## config.mk

```make
export PLATFORM = sky130hd
export DESIGN_NAME = osc_fault_monitor
export DESIGN_NICKNAME = d
export VERILOG_FILES = /design/src/rtl/osc_fault_pkg.sv /design/src/rtl/osc_window_timer.sv /design/src/rtl/osc_edge_monitor.sv /design/src/rtl/osc_fault_combiner.sv /design/src/rtl/osc_fault_monitor.sv
export SDC_FILE = /design/constraint.sdc
export NUM_CORES = 1
export LEC_CHECK = 0
export BUFFER_PORTS_ARGS = -buffer_cell sky130_fd_sc_hd__buf_2
export CELL_PAD_IN_SITES_DETAIL_PLACEMENT = 0
export CELL_PAD_IN_SITES_GLOBAL_PLACEMENT = 1
export CORE_AREA = 2 2 71 80
export CTS_CLUSTER_DIAMETER = 50
export DETAILED_ROUTE_END_ITERATION = 10
export DIE_AREA = 0 0 73 82
export PLACE_DENSITY = 0.71
export SYNTH_ARGS = -nofsm -noshare
export SYNTH_HDL_FRONTEND = slang
export SYNTH_HIERARCHICAL = 1
export SYNTH_SLANG_ARGS = --single-unit
```

## constraint.sdc

```tcl
create_clock -name clk -period 6.76 [get_ports clk]
set_input_delay 1.352 -clock clk [delete_from_list [all_inputs] [get_ports clk]]
set_output_delay 1.352 -clock clk [all_outputs]
set_load 0.02 [all_outputs]
```

## src/rtl/osc_fault_pkg.sv

```systemverilog
// Shared encodings for the oscillator fault monitor.
// Assumes: two crystal sources, indexed 0 = low-frequency, 1 = high-frequency.
package osc_fault_pkg;
    localparam int NUM_XTAL = 2;
    localparam int XTAL_LF  = 0;
    localparam int XTAL_HF  = 1;

    typedef enum logic [1:0] {
        SEL_DCO = 2'b00,
        SEL_LF  = 2'b01,
        SEL_HF  = 2'b10,
        SEL_RSV = 2'b11
    } mclk_sel_e;
endpackage

```

## src/rtl/osc_window_timer.sv

```systemverilog
// Free-running window counter. It pulses win_end in the last cycle of every
// WIN_LEN-cycle window.
// Assumes: WIN_LEN is a power of two, so the counter wraps naturally.
module osc_window_timer #(
    parameter int WIN_LEN = 256,
    localparam int WIN_W  = $clog2(WIN_LEN)
) (
    input  logic clk,
    input  logic rst_n,
    output logic win_end
);
    logic [WIN_W-1:0] win_cnt;

    // Advance the window position every reference cycle.
    always_ff @(posedge clk) begin
        if (!rst_n) win_cnt <= '0;
        else        win_cnt <= win_cnt + 1'b1;
    end

    assign win_end = (win_cnt == WIN_W'(WIN_LEN - 1));
endmodule

```

## src/rtl/osc_edge_monitor.sv

```systemverilog
// Activity monitor for one crystal clock. It synchronizes the sampled clock,
// counts its rising edges per window and updates the fault flag at window end.
// Assumes: the monitored clock toggles at most once every two reference cycles.
module osc_edge_monitor #(
    parameter int CNT_W = 9
) (
    input  logic             clk,
    input  logic             rst_n,
    input  logic             en,
    input  logic             osc_in,
    input  logic             win_end,
    input  logic [CNT_W-1:0] edge_min,
    output logic             fault
);
    logic             sync1, sync2, sync3;
    logic             rise;
    logic [CNT_W-1:0] edge_cnt;
    logic [CNT_W-1:0] cnt_next;

    // Two-stage synchronizer plus a delay stage for edge detection.
    always_ff @(posedge clk) begin
        if (!rst_n) begin
            sync1 <= 1'b0;
            sync2 <= 1'b0;
            sync3 <= 1'b0;
        end else begin
            sync1 <= osc_in;
            sync2 <= sync1;
            sync3 <= sync2;
        end
    end

    assign rise     = sync2 & ~sync3;
    assign cnt_next = (rise && edge_cnt != '1) ? edge_cnt + 1'b1 : edge_cnt;

    // Count rising edges and restart the count at each window boundary.
    always_ff @(posedge clk) begin
        if (!rst_n)       edge_cnt <= '0;
        else if (win_end) edge_cnt <= '0;
        else              edge_cnt <= cnt_next;
    end

    // Fault flag: set on reset, cleared while disabled, otherwise judged at window end.
    always_ff @(posedge clk) begin
        if (!rst_n)       fault <= 1'b1;
        else if (!en)     fault <= 1'b0;
        else if (win_end) fault <= (cnt_next < edge_min);
    end

    // a disabled crystal never reports a fault.
    a_r4_disabled_clear: assert property (@(posedge clk) disable iff (!rst_n)
        !en |=> !fault);
    // while enabled, the flag moves only at a window boundary.
    a_r2_window_only: assert property (@(posedge clk) disable iff (!rst_n)
        (en && !win_end) |=> $stable(fault));
endmodule

```

## src/rtl/osc_fault_combiner.sv

```systemverilog
// Sticky summary flag and interrupt enable. Any source fault sets the summary
// flag. A software clear works only when no source is faulty.
// Assumes: flag_clr, ie_set and ack are single-cycle pulses.
module osc_fault_combiner #(
    parameter int NUM_SRC = 3
) (
    input  logic               clk,
    input  logic               rst_n,
    input  logic [NUM_SRC-1:0] src_fault,
    input  logic               flag_clr,
    input  logic               ie_set,
    input  logic               ack,
    output logic               fault_any,
    output logic               nmi_req
);
    logic any_src;
    logic nmi_ie;

    assign any_src = |src_fault;

    // Summary flag: set on reset or on any source fault, else cleared by software.
    always_ff @(posedge clk) begin
        if (!rst_n)        fault_any <= 1'b1;
        else if (any_src)  fault_any <= 1'b1;
        else if (flag_clr) fault_any <= 1'b0;
    end

    // Interrupt enable: the acknowledge takes priority over a set.
    always_ff @(posedge clk) begin
        if (!rst_n)      nmi_ie <= 1'b0;
        else if (ack)    nmi_ie <= 1'b0;
        else if (ie_set) nmi_ie <= 1'b1;
    end

    assign nmi_req = fault_any & nmi_ie;

    // any source fault sets the summary flag.
    a_r6_src_sets: assert property (@(posedge clk) disable iff (!rst_n)
        any_src |=> fault_any);
    // without a clear, the summary flag holds.
    a_r7_sticky: assert property (@(posedge clk) disable iff (!rst_n)
        (fault_any && !flag_clr) |=> fault_any);
    // taking the interrupt drops the request.
    a_r9_ack_drops: assert property (@(posedge clk) disable iff (!rst_n)
        ack |=> !nmi_req);
endmodule

```

## src/rtl/osc_fault_monitor.sv

```systemverilog
// Top level of the oscillator fault monitor. Two crystal activity monitors and a
// boundary check on the internal oscillator feed a sticky summary flag. The
// summary flag forces the main-clock select to the internal oscillator.
// Assumes: clk is the reference clock, and crystal clocks arrive as sampled levels.
module osc_fault_monitor
    import osc_fault_pkg::*;
#(
    parameter int WIN_LEN = 256,
    parameter int CTRL_W  = 5,
    localparam int CNT_W  = $clog2(WIN_LEN) + 1
) (
    input  logic              clk,
    input  logic              rst_n,
    input  logic              lf_en,
    input  logic              hf_en,
    input  logic              lf_clk_in,
    input  logic              hf_clk_in,
    input  logic [CTRL_W-1:0] dco_ctrl,
    input  logic [CNT_W-1:0]  edge_min,
    input  logic              flag_clr,
    input  logic              nmi_ie_set,
    input  logic              nmi_ack,
    input  logic [1:0]        mclk_sel_req,
    output logic              lf_fault,
    output logic              hf_fault,
    output logic              dco_fault,
    output logic              fault_any,
    output logic              nmi_req,
    output logic [1:0]        mclk_sel
);
    logic                win_end;
    logic [NUM_XTAL-1:0] xtal_en;
    logic [NUM_XTAL-1:0] xtal_clk;
    logic [NUM_XTAL-1:0] xtal_fault;
    logic                dco_at_edge;

    assign xtal_en[XTAL_LF]  = lf_en;
    assign xtal_en[XTAL_HF]  = hf_en;
    assign xtal_clk[XTAL_LF] = lf_clk_in;
    assign xtal_clk[XTAL_HF] = hf_clk_in;

    osc_window_timer #(.WIN_LEN(WIN_LEN)) u_window (
        .clk     (clk),
        .rst_n   (rst_n),
        .win_end (win_end)
    );

    for (genvar g = 0; g < NUM_XTAL; g++) begin : g_xtal
        osc_edge_monitor #(.CNT_W(CNT_W)) u_mon (
            .clk      (clk),
            .rst_n    (rst_n),
            .en       (xtal_en[g]),
            .osc_in   (xtal_clk[g]),
            .win_end  (win_end),
            .edge_min (edge_min),
            .fault    (xtal_fault[g])
        );
    end

    assign lf_fault    = xtal_fault[XTAL_LF];
    assign hf_fault    = xtal_fault[XTAL_HF];
    assign dco_at_edge = (dco_ctrl == '0) || (dco_ctrl == '1);

    // Internal-oscillator flag: registered boundary detection, set on reset.
    always_ff @(posedge clk) begin
        if (!rst_n) dco_fault <= 1'b1;
        else        dco_fault <= dco_at_edge;
    end

    osc_fault_combiner #(.NUM_SRC(NUM_XTAL + 1)) u_comb (
        .clk       (clk),
        .rst_n     (rst_n),
        .src_fault ({dco_fault, xtal_fault}),
        .flag_clr  (flag_clr),
        .ie_set    (nmi_ie_set),
        .ack       (nmi_ack),
        .fault_any (fault_any),
        .nmi_req   (nmi_req)
    );

    assign mclk_sel = fault_any ? SEL_DCO : mclk_sel_req;

    // failover holds the main clock on the internal oscillator.
    a_r8_failover: assert property (@(posedge clk) disable iff (!rst_n)
        fault_any |-> (mclk_sel == SEL_DCO));
    // a boundary control word raises the internal-oscillator flag.
    a_r5_dco_edge: assert property (@(posedge clk) disable iff (!rst_n)
        dco_at_edge |=> dco_fault);
    // during reset the select points at the internal oscillator.
    always_comb begin
        if (!rst_n && fault_any) a_r1_reset_sel: assert (mclk_sel == SEL_DCO);
    end
endmodule

```

==> results of run 1 <==
==> Yosys cell counts, types with 3 or more instances <==
master and number:
or3_1 3, xor2_1 7, ha_1 21, nand2_1 22
dfxtp_1 37, nor2b_1 19, and2_1 11, and3_1 4
xnor2_1 10, o21ai_0 5, nor3_1 4, nor2_1 10
nand4_1 11, inv_1 17, nand3_1 11
==> cells in the final DEF, fill, tap and decap left out, types with 2 or more instances in the layout <==
cell,count
nand2b_1,2
nor3_1,4
dfxtp_1,37
and2_1,11
a2111o_1,2
a21oi_1,2
nand4_1,11
nand3b_1,2
buf_2,31
inv_1,17
or3b_4,2
and3_1,4
nor3b_4,2
a21boi_1,2
a21o_1,2
nand3_1,11
o311ai_0,2
or3_1,3
nor2_1,10
nor2b_1,19
a211oi_1,2
o21ai_0,5
nand2_1,22
a211o_1,2
ha_1,21
bufinv_16,2
xor2_1,7
clkbuf_8,5
xnor2_1,10
==> through the flow <==
step                      hold WS (ps)  area [um^2]  power (mW)  std cells
after global placement             414         2230       0.269        312
after detailed placement           423         2230       0.270        312
after CTS                          442         2360       0.499        320
final                              437         2360       0.492        320
after floorplan                    412         2000       0.253        221
after global routing               468         2360       0.516        320
==> kinds of logic (layout without fill, tap and decap cells) <==
kind of cell | count (synthesis) | in the layout | synth area share
buf+inv | 17 | 56 | 0.0319
simple gates | 107 | 107 | 0.310
compound gates | 22 | 22 | 0.0813
xor+xnor | 17 | 17 | 0.0745
fa+ha+maj | 21 | 21 | 0.131
flops | 37 | 37 | 0.370
==> state kept, by name (all words and copies together), names as in the netlist <==
signal / cells
g_xtal.u_mon/sync3: 2
g_xtal.u_mon/fault: 2
g_xtal.u_mon/edge_cnt: 18
u_comb/fault_any: 1
u_comb/nmi_ie: 1
g_xtal.u_mon/sync2: 2
u_window/win_cnt: 8
g_xtal.u_mon/sync1: 2
dco_fault: 1
==> final cells by class <==
cell class                      count  share of cell area
Clock buffer                        5              0.0291
Clock inverter                      3              0.0275
Inverter                           17              0.0270
Multi-Input combinational cell    167               0.506
Sequential cell                    37               0.313
Tap cell                           60              0.0318
Timing Repair Buffer               31              0.0656
==> routing by layer <==
layer	up-vias	GRT usage	routed length [um]
met5	-	0	0
met4	0	0.0611	63
met3	7	0.0307	154
met2	24	0.241	1840
met1	718	0.193	1850
li1	837	-	-
==> final timing paths <==
| check | end | slack (ps) | depth (start not counted) |
|---|---|---|---|
| max | mclk_sel[1] | 3700 | 3 |
| min | g_xtal[0].u_mon/sync2 | 440 | 1 |
| max reg2reg | g_xtal[0].u_mon/fault | 3870 | 12 |
| min reg2reg | g_xtal[0].u_mon/sync2 | 440 | 1 |
==> power by group through the flow <==
stage / sequential [mW] / combinational [mW] / clock [mW]
after CTS: 0.227 / 0.0372 / 0.235
final: 0.227 / 0.0364 / 0.228
after global placement: 0.233 / 0.0367 / 0
after global routing: 0.228 / 0.0425 / 0.245
after floorplan: 0.233 / 0.0196 / 0
after detailed placement: 0.233 / 0.0370 / 0
==> results.toml, run 1 <==
[outcome]
outcome = "finished, final reports clean"

[cells_and_area]
fin_nets = 305
final_util = 0.453
drive_above_1_share = 0.177
antenna_cells = 0
syn_to_final_growth_pct = 18.2
fill_cells = 537
multiInputGateArea_um2 = 1190
seq_area_um2 = 741

[place]
dp_hpwl_um = 3080
pre_cts_ws_ps = 3690
io_buffers = 31
finalWeightedCongestion = 0.799

[setup_path]
path_cells = "buf_2 > nor2b_1 > buf_2"
crit_family = "buffers and inverters"
setup.worst_path.class = "input pin to output port"
end_kind = "output port"
crit_arrival_ps = 1710
cp_slowest_stage_delay_ps = 150
crit_top_cell = "buf_2"
cp_slowest_cell = "buf_2"
cp_max_fo = 1
cp_num_buf_inv = 2
crit_start = "mclk_sel_req[1]"
rr_startpoint = "g_xtal[0].u_mon/edge_cnt[0]"
critPathLaunchType = "input pin"
cp_data_required_time_ps = 5410

[min_path]
worst_hold_path_type = "flop to flop"
min_from = "g_xtal[0].u_mon/sync1"

[global_route]
grt_usage = 0.149
overflow = 0
antenna_found_initial = 0
grt_pass1_wl_um = 6910
grt_max_degree = 24
grt_pass1_vias = 1534

[cts]
cts.path.max_buffers = 2
cts_setup_buffers = 0
post_cts_resized = 0
cts.sinks = 37
postCtsHoldBufs = 0
cts.clk_slew.worst_paths_ps = 80
cts_root_buf = "clkbuf_8"
numCtsBuffers = 5
cts_tree = "done"
clock_latency_ps = 290
cts-htree-levels = 2

[timing]
min_period_ps = 3060
rsz0062_at_grt = "false"
fin_skew_ps = 4.85
fin_crit_sh = 0.453
max_freq_mhz = 326
slew_viol_final = 0
finalHoldViolCount = 0
worst_slew_pin_slew_ps = 369
timing.setup.tns_ps = 0
setup_viol = 0
slew_headroom = 0.754
fin_ws_ps = 3700

[run]
maxCapViolCount = 0

[power]
p_comb_frac = 0.074
power.share.sequential = 0.462
p_per_area_nw_per_um2 = 208
power_frac_clock = 0.464
intPower_mw = 0.387
swShare = 0.214
p_switching_mw = 0.105
leakage_nw = 1.11
vdd_drop_max_mv = 0.0957

[yosys]
synth_edf_count = 0
synthTopCellsByArea = "dfxtp_1 37%, ha_1 13%, nor2b_1 5.9%"
synth.distinct_cells = 33
avgSynthCellArea_um2 = 9.05
synth_top_area_frac = 0.370
ys_async_sr_fraction = 0
syn_nets = 267
synth_top_area_cell = "dfxtp_1"
ys_seq_elements = 37
ys.flop_type = "dfxtp_1"
netlist_instances = 221
synth_warnings = 6
syn_area_um2 = 2000
seq_area_frac_synth = 0.370

[routing]
drt_wl_total_um = 3900
drt-pass1-iter-count = 4
drt-initial-drc-count = 51
drc_errors = 0
routed_via_density = 4.96
vias = 1586
wl_per_cell_um = 12.2
ant_nets = 0

[floorplanning]
start_util = 0.383
ios = 32
die_x_um = 73
fp-row-count = 28
fp.dieH_um = 82
coreArea_um2 = 5220
die-area_um2 = 5990
(Power assumes the default switching activity.)
==> run 2: changes to the inputs <==
--- a/config.mk
+++ b/config.mk
@@ -5,14 +5,15 @@
 export SDC_FILE = /design/constraint.sdc
 export NUM_CORES = 1
 export LEC_CHECK = 0
+export ABC_AREA = 1
 export BUFFER_PORTS_ARGS = -buffer_cell sky130_fd_sc_hd__buf_2
 export CELL_PAD_IN_SITES_DETAIL_PLACEMENT = 0
 export CELL_PAD_IN_SITES_GLOBAL_PLACEMENT = 1
-export CORE_AREA = 2 2 71 80
+export CORE_AREA = 2 2 74 84
 export CTS_CLUSTER_DIAMETER = 50
 export DETAILED_ROUTE_END_ITERATION = 10
-export DIE_AREA = 0 0 73 82
-export PLACE_DENSITY = 0.71
+export DIE_AREA = 0 0 76 86
+export PLACE_DENSITY = 0.75
 export SYNTH_ARGS = -nofsm -noshare
 export SYNTH_HDL_FRONTEND = slang
 export SYNTH_HIERARCHICAL = 1
==> constraint.sdc (replaced) <==
create_clock -name clk -period 3.1 [get_ports clk]
set_input_delay 0.62 -clock clk [delete_from_list [all_inputs] [get_ports clk]]
set_output_delay 0.62 -clock clk [all_outputs]
set_load 0.02 [all_outputs]
==> run 2 against run 1 <==
Compared with the run above: worst setup slack worse by 3400 ps; critical path depth increased by 17; clock skew is essentially flat; die area rose by 9.2%; clock power is 90% higher; core utilization is 1.1 points higher; non-clock buffer count grew 1; register-to-register slack lost 3600 ps; total power rose by 110%; clock-buffer cell count up 2; wire length grew 8.4%; largest cell class unchanged; largest power group is now sequential cells.
==> results.toml, run 2 <==
[place]
finalWeightedCongestion = 0.791
io_buffers = 31
dp_hpwl_um = 3390
placedInstanceArea_um2 = 2470

[global_route]
grt_pass1_vias = 1861
grt_max_degree = 20
grt_usage = 0.144
antenna_found_initial = 0
grt_pass1_wl_um = 7620
overflow = 0

[setup_path]
crit_arrival_ps = 2950
end_kind = "flop"
cp-endpoint = "g_xtal[1].u_mon/fault"
rr_startpoint = "g_xtal[1].u_mon/edge_cnt[1]"
path_cells = "ha_1 > nand3_1 > nor4_2 > ha_1 > inv_1 > nand3_4 > inv_1 > or2_2 > inv_1 > a21oi_1 > ha_1 > nand2_1 > nor2_2 > nand2_1 > nor2_1 > nand2_1 > nand2_1 > nand2_1 > nand2_1 > nand2_1"
cp_data_required_time_ps = 3270
setup.worst_path.class = "flop to flop"
cp_max_fo = 6
reg2regPathDepth = 20
crit_top_cell = "nand2_1"
crit_start = "g_xtal[1].u_mon/edge_cnt[1]"
cp_slowest_cell = "dfxtp_1"
cp_slowest_stage_delay_ps = 370
critPathLaunchType = "flop"
r2r-end = "g_xtal[1].u_mon/fault"
regToRegSetupSlack_ps = 320

[floorplanning]
start_util = 0.394
fp-row-count = 29
die_x_um = 76
die-area_um2 = 6540
coreArea_um2 = 5620
ios = 32
fp.dieH_um = 86

[power]
leakage_nw = 1.42
p_per_area_nw_per_um2 = 398
fin_total_pwr_mw = 1.04
vdd_drop_max_mv = 0.249

[cells_and_area]
drive_above_1_share = 0.167
top_register = "g_xtal.u_mon/edge_cnt"
syn_to_final_growth_pct = 17.8
fin_nets = 410
design_area_um2 = 2610
largest_reg_flops = 18
top_regs = "g_xtal.u_mon/edge_cnt (18), u_window/win_cnt (8)"
antenna_cells = 0
final_cell_mix = "78 x inv_1, 78 x nand2_1, 41 x nor2_1, 35 x dfxtp_1, 31 x buf_2"

[yosys]
syn_nets = 371
avgSynthCellArea_um2 = 6.82
ys_async_sr_fraction = 0
seq_area_frac_synth = 0.334
synth_edf_count = 0
synthTopCellsByCount = "78 x inv_1, 78 x nand2_1, 42 x nor2_1"
synth_warnings = 6
synthTopCellsByArea = "dfxtp_1 33%, inv_1 13%, nand2_1 13%"
synth_top_area_cell = "dfxtp_1"
ys_seq_elements = 37
ys.flop_type = "dfxtp_1"
synth_top_area_frac = 0.334
netlist_instances = 325
syn_area_um2 = 2220
synth.distinct_cells = 24

[routing]
drt-initial-drc-count = 46
ant_nets = 0
wl_per_cell_um = 9.57
drt_wl_total_um = 4230
drc_errors = 0
drt-pass1-iter-count = 4
vias = 1935
routed_via_density = 4.38

[run]
maxCapViolCount = 0

[timing]
timing.setup.tns_ps = 0
finalHoldViolCount = 0
slew_viol_final = 0
setup_viol = 0
rsz0062_at_grt = "false"
timing.hold.ws_ps = 415
max_freq_mhz = 359
min_period_ps = 2780
fin_crit_sh = 0.898
slew_headroom = 0.738
worst_slew_pin_slew_ps = 392
fin_skew_ps = 4.63

[cts]
cts_root_buf = "clkbuf_8"
cts_tree = "done"
cts_setup_buffers = 0
cts-htree-levels = 2
postCtsHoldBufs = 0
post_cts_resized = 0
clock_latency_ps = 290
numCtsBuffers = 5
cts.path.max_buffers = 2
cts.clk_slew.worst_paths_ps = 70
cts.sinks = 37

[min_path]
worst_hold_path_type = "flop to flop"

[outcome]
outcome = "finished, final reports clean"
==> run 2: changes by cell type after synthesis, moves of 6 or more <==
cell	before	now
a21oi_1	2	16
and2_1	11	0
inv_1	17	78
nand2_1	22	78
nand3_2	0	6
nand4_1	11	2
nor2_1	10	42
nor2b_1	19	0
xnor2_1	10	0
==> run 2: critical path: cells and delay by family, from the launching register on <==
family / cells / cell delay (ps)
and+or+nand+nor: 13 / 1350
AOI/OAI and AO/OA: 1 / 50
adders and majority gates: 3 / 660
buffers and inverters: 3 / 250
DFF: 1 / 370
==> run 2: layout make-up <==
cell class / instances / area, um^2
inverters: 78 / 293
flip-flops and latches: 37 / 743
well taps: 77 / 96.3
repair buffers: 32 / 163
fillers: 594 / 3010
multi-input cells: 210 / 1200
clock inverters: 1 / 30.0
clock buffers: 7 / 86.3
==> run 2: logic make-up after synthesis <==
| kind of cell | after synthesis | share of synthesized area |
|---|---|---|
| buffers and inverters | 78 | 0.132 |
| AOI/OAI and AO/OA | 26 | 0.0683 |
| and+or+nand+nor | 159 | 0.331 |
| adders and majority gates | 21 | 0.119 |
| xor gates and xnor gates | 4 | 0.0158 |
| DFF | 37 | 0.334 |
==> run 2: stage by stage <==
step	instances	setup slack, ps	util
after CTS	442	165	0.461
after global placement	434	199	0.440
after global routing	442	45.4	0.464
after floorplan	325	540	-
after detailed placement	434	200	0.440
final	442	316	0.464
==> run 2: routing by layer <==
layer  track usage  wire (um)  vias up
li1              -          -     1069
met4        0.0612         68        0
met1         0.171       2040      813
met5             0          0        -
met3        0.0379        262        6
met2         0.248       1860       47
==> run 2: worst min path at each step <==
stage | from | depth (start not counted) | to | slack, ps
finish | g_xtal[1].u_mon/sync1 | 2 | g_xtal[1].u_mon/sync2 | 410
global route | g_xtal[0].u_mon/sync1 | 2 | g_xtal[0].u_mon/sync2 | 460
CTS | g_xtal[0].u_mon/sync1 | 2 | g_xtal[0].u_mon/sync2 | 420
detailed placement | g_xtal[0].u_mon/sync1 | 2 | g_xtal[0].u_mon/sync2 | 400
global placement | g_xtal[0].u_mon/sync1 | 2 | g_xtal[0].u_mon/sync2 | 390
floorplan | g_xtal[0].u_mon/sync1 | 2 | g_xtal[0].u_mon/sync2 | 390
==> run 2: power breakdown <==
group / total, mW / switching [mW] / internal [mW] / leakage (nW)
clock: 0.433 / 0.171 / 0.262 / 0.0585
sequential: 0.500 / 0.0107 / 0.489 / 0.303
combinational: 0.105 / 0.0612 / 0.0442 / 1.06
==> run 3: changes to the inputs <==
--- a/config.mk
+++ b/config.mk
@@ -9,11 +9,11 @@
 export BUFFER_PORTS_ARGS = -buffer_cell sky130_fd_sc_hd__buf_2
 export CELL_PAD_IN_SITES_DETAIL_PLACEMENT = 0
 export CELL_PAD_IN_SITES_GLOBAL_PLACEMENT = 1
-export CORE_AREA = 2 2 74 84
+export CORE_AREA = 2 2 83 93
 export CTS_CLUSTER_DIAMETER = 50
 export DETAILED_ROUTE_END_ITERATION = 10
-export DIE_AREA = 0 0 76 86
-export PLACE_DENSITY = 0.75
+export DIE_AREA = 0 0 85 95
+export PLACE_DENSITY = 0.62
 export SYNTH_ARGS = -nofsm -noshare
 export SYNTH_HDL_FRONTEND = slang
 export SYNTH_HIERARCHICAL = 1
==> run 3 against run 2 <==
Compared with the run above: clock skew about the same; critical endpoint unchanged; core utilization down 9.9 points; first-iteration DRC count up 13%; die area up 24%.
==> results.toml, run 3 (synthesis results as in run 2) <==
[setup_path]
cp_data_required_time_ps = 3270
path_cells = "ha_4 > nand3_4 > nor4_4 > ha_2 > inv_1 > nand3_4 > inv_2 > or2_2 > inv_1 > a21oi_1 > ha_1 > nand2_1 > nor2_2 > nand2_1 > nor2_1 > nand2_1 > nand2_1 > nand2_1 > nand2_1 > nand2_1"
reg2regPathDepth = 20
crit_start = "g_xtal[1].u_mon/edge_cnt[0]"
setup.worst_path.class = "flop to flop"
cp_max_fo = 6
cp-endpoint = "g_xtal[1].u_mon/fault"
regToRegSetupSlack_ps = 360
crit_top_cell = "nand2_1"
end_kind = "flop"
crit_arrival_ps = 2910
cp_slowest_cell = "dfxtp_4"
r2r-end = "g_xtal[1].u_mon/fault"
critPathLaunchType = "flop"
rr_startpoint = "g_xtal[1].u_mon/edge_cnt[0]"
cp_slowest_stage_delay_ps = 380

[floorplanning]
coreArea_um2 = 7230
start_util = 0.307
die-area_um2 = 8080
fp.dieH_um = 95
die_x_um = 85
ios = 32
fp-row-count = 33

[timing]
fin_skew_ps = 4.59
slew_viol_final = 0
timing.setup.tns_ps = 0
rsz0062_at_grt = "false"
slew_headroom = 0.719
min_period_ps = 2740
max_freq_mhz = 365
finalHoldViolCount = 0
timing.hold.ws_ps = 417
fin_crit_sh = 0.883
setup_viol = 0
worst_slew_pin_slew_ps = 420

[cts]
cts.path.max_buffers = 2
cts_root_buf = "clkbuf_8"
numCtsBuffers = 5
postCtsHoldBufs = 0
cts.clk_slew.worst_paths_ps = 80
cts_tree = "done"
cts.sinks = 37
cts-htree-levels = 2
clock_latency_ps = 280

[cells_and_area]
final_common_cell = "nand2_1"
fin_nets = 411
top_regs = "g_xtal.u_mon/edge_cnt (18), u_window/win_cnt (8)"
final_util = 0.365
fill_cells = 779
final_cell_mix = "78 x nand2_1, 77 x inv_1, 41 x nor2_1, 35 x dfxtp_1, 31 x buf_2"
syn_to_final_growth_pct = 19.1
largest_reg_flops = 18
top_register = "g_xtal.u_mon/edge_cnt"
fin_cells = 453
drive_above_1_share = 0.183
antenna_cells = 0

[routing]
drt_wl_total_um = 4470
drc_errors = 0
ant_nets = 0
vias = 1923
routed_via_density = 4.25
wl_per_cell_um = 9.88
drt-pass1-iter-count = 4
drt-initial-drc-count = 52

[place]
dp_cells = 444
io_buffers = 31
dp_hpwl_um = 3610
finalWeightedCongestion = 0.773

[outcome]
outcome = "finished, final reports clean"

[global_route]
antenna_found_initial = 0
grt_usage = 0.123
grt_max_degree = 20
grt_pass1_vias = 1890
overflow = 0
grt_pass1_wl_um = 8020

[power]
fin_total_pwr_mw = 0.939
vdd_drop_max_mv = 0.192
p_per_area_nw_per_um2 = 356
leakage_nw = 1.42

[min_path]
worst_hold_path_type = "flop to flop"
min_from = "g_xtal[0].u_mon/sync1"

[run]
maxCapViolCount = 0
## run 3: worst min-delay path by stage
| stage | end | cells after the start |
|---|---|---|
| global route | g_xtal[1].u_mon/sync2 | 2 |
| detailed placement | g_xtal[0].u_mon/sync2 | 2 |
| finish | g_xtal[0].u_mon/sync2 | 2 |
| CTS | g_xtal[0].u_mon/sync2 | 2 |
| global placement | g_xtal[0].u_mon/sync2 | 2 |
| floorplan | g_xtal[0].u_mon/sync2 | 2 |
## run 3: where the power goes
group	switching (mW)	internal, mW
Sequential	0.0115	0.489
Combinational	0.0613	0.0449
Clock	0.178	0.155
## run 3: repair_timing
action,4_1_cts,5_1_grt
setup buffers,0,1
setup endpoints to repair,0,1
resized for setup,0,13
## run 3: final cells by class
type                    instances  area (um^2)  area share
clock buffers                   5         68.8      0.0261
clock inverters                 3         17.5     0.00664
inverters                      78          293       0.111
multi-input cells             210         1230       0.468
flip-flops and latches         37          746       0.283
well taps                      87          109      0.0413
repair buffers                 33          170      0.0645
## run 3: critical path, delay by kind of cell (launching register included)
kind / cells / cell delay [ps]
simple gates: 13 / 1350
compound gates: 1 / 50
buf+inv: 3 / 210
flops: 1 / 380
fa+ha+maj: 3 / 650
## run 3: layer usage
metal / wire, um / track usage
met1: 2240 / 0.157
met2: 1880 / 0.200
met4: 63 / 0.0397
met3: 287 / 0.0350
met5: 0 / 0
## run 3: stage by stage
| step | area, um^2 | setup slack, ps |
|---|---|---|
| after global routing | 2640 | 30.4 |
| final | 2640 | 362 |
| after global placement | 2490 | 124 |
| after floorplan | 2220 | 540 |
| after CTS | 2570 | 77.1 |
| after detailed placement | 2490 | 92.3 |
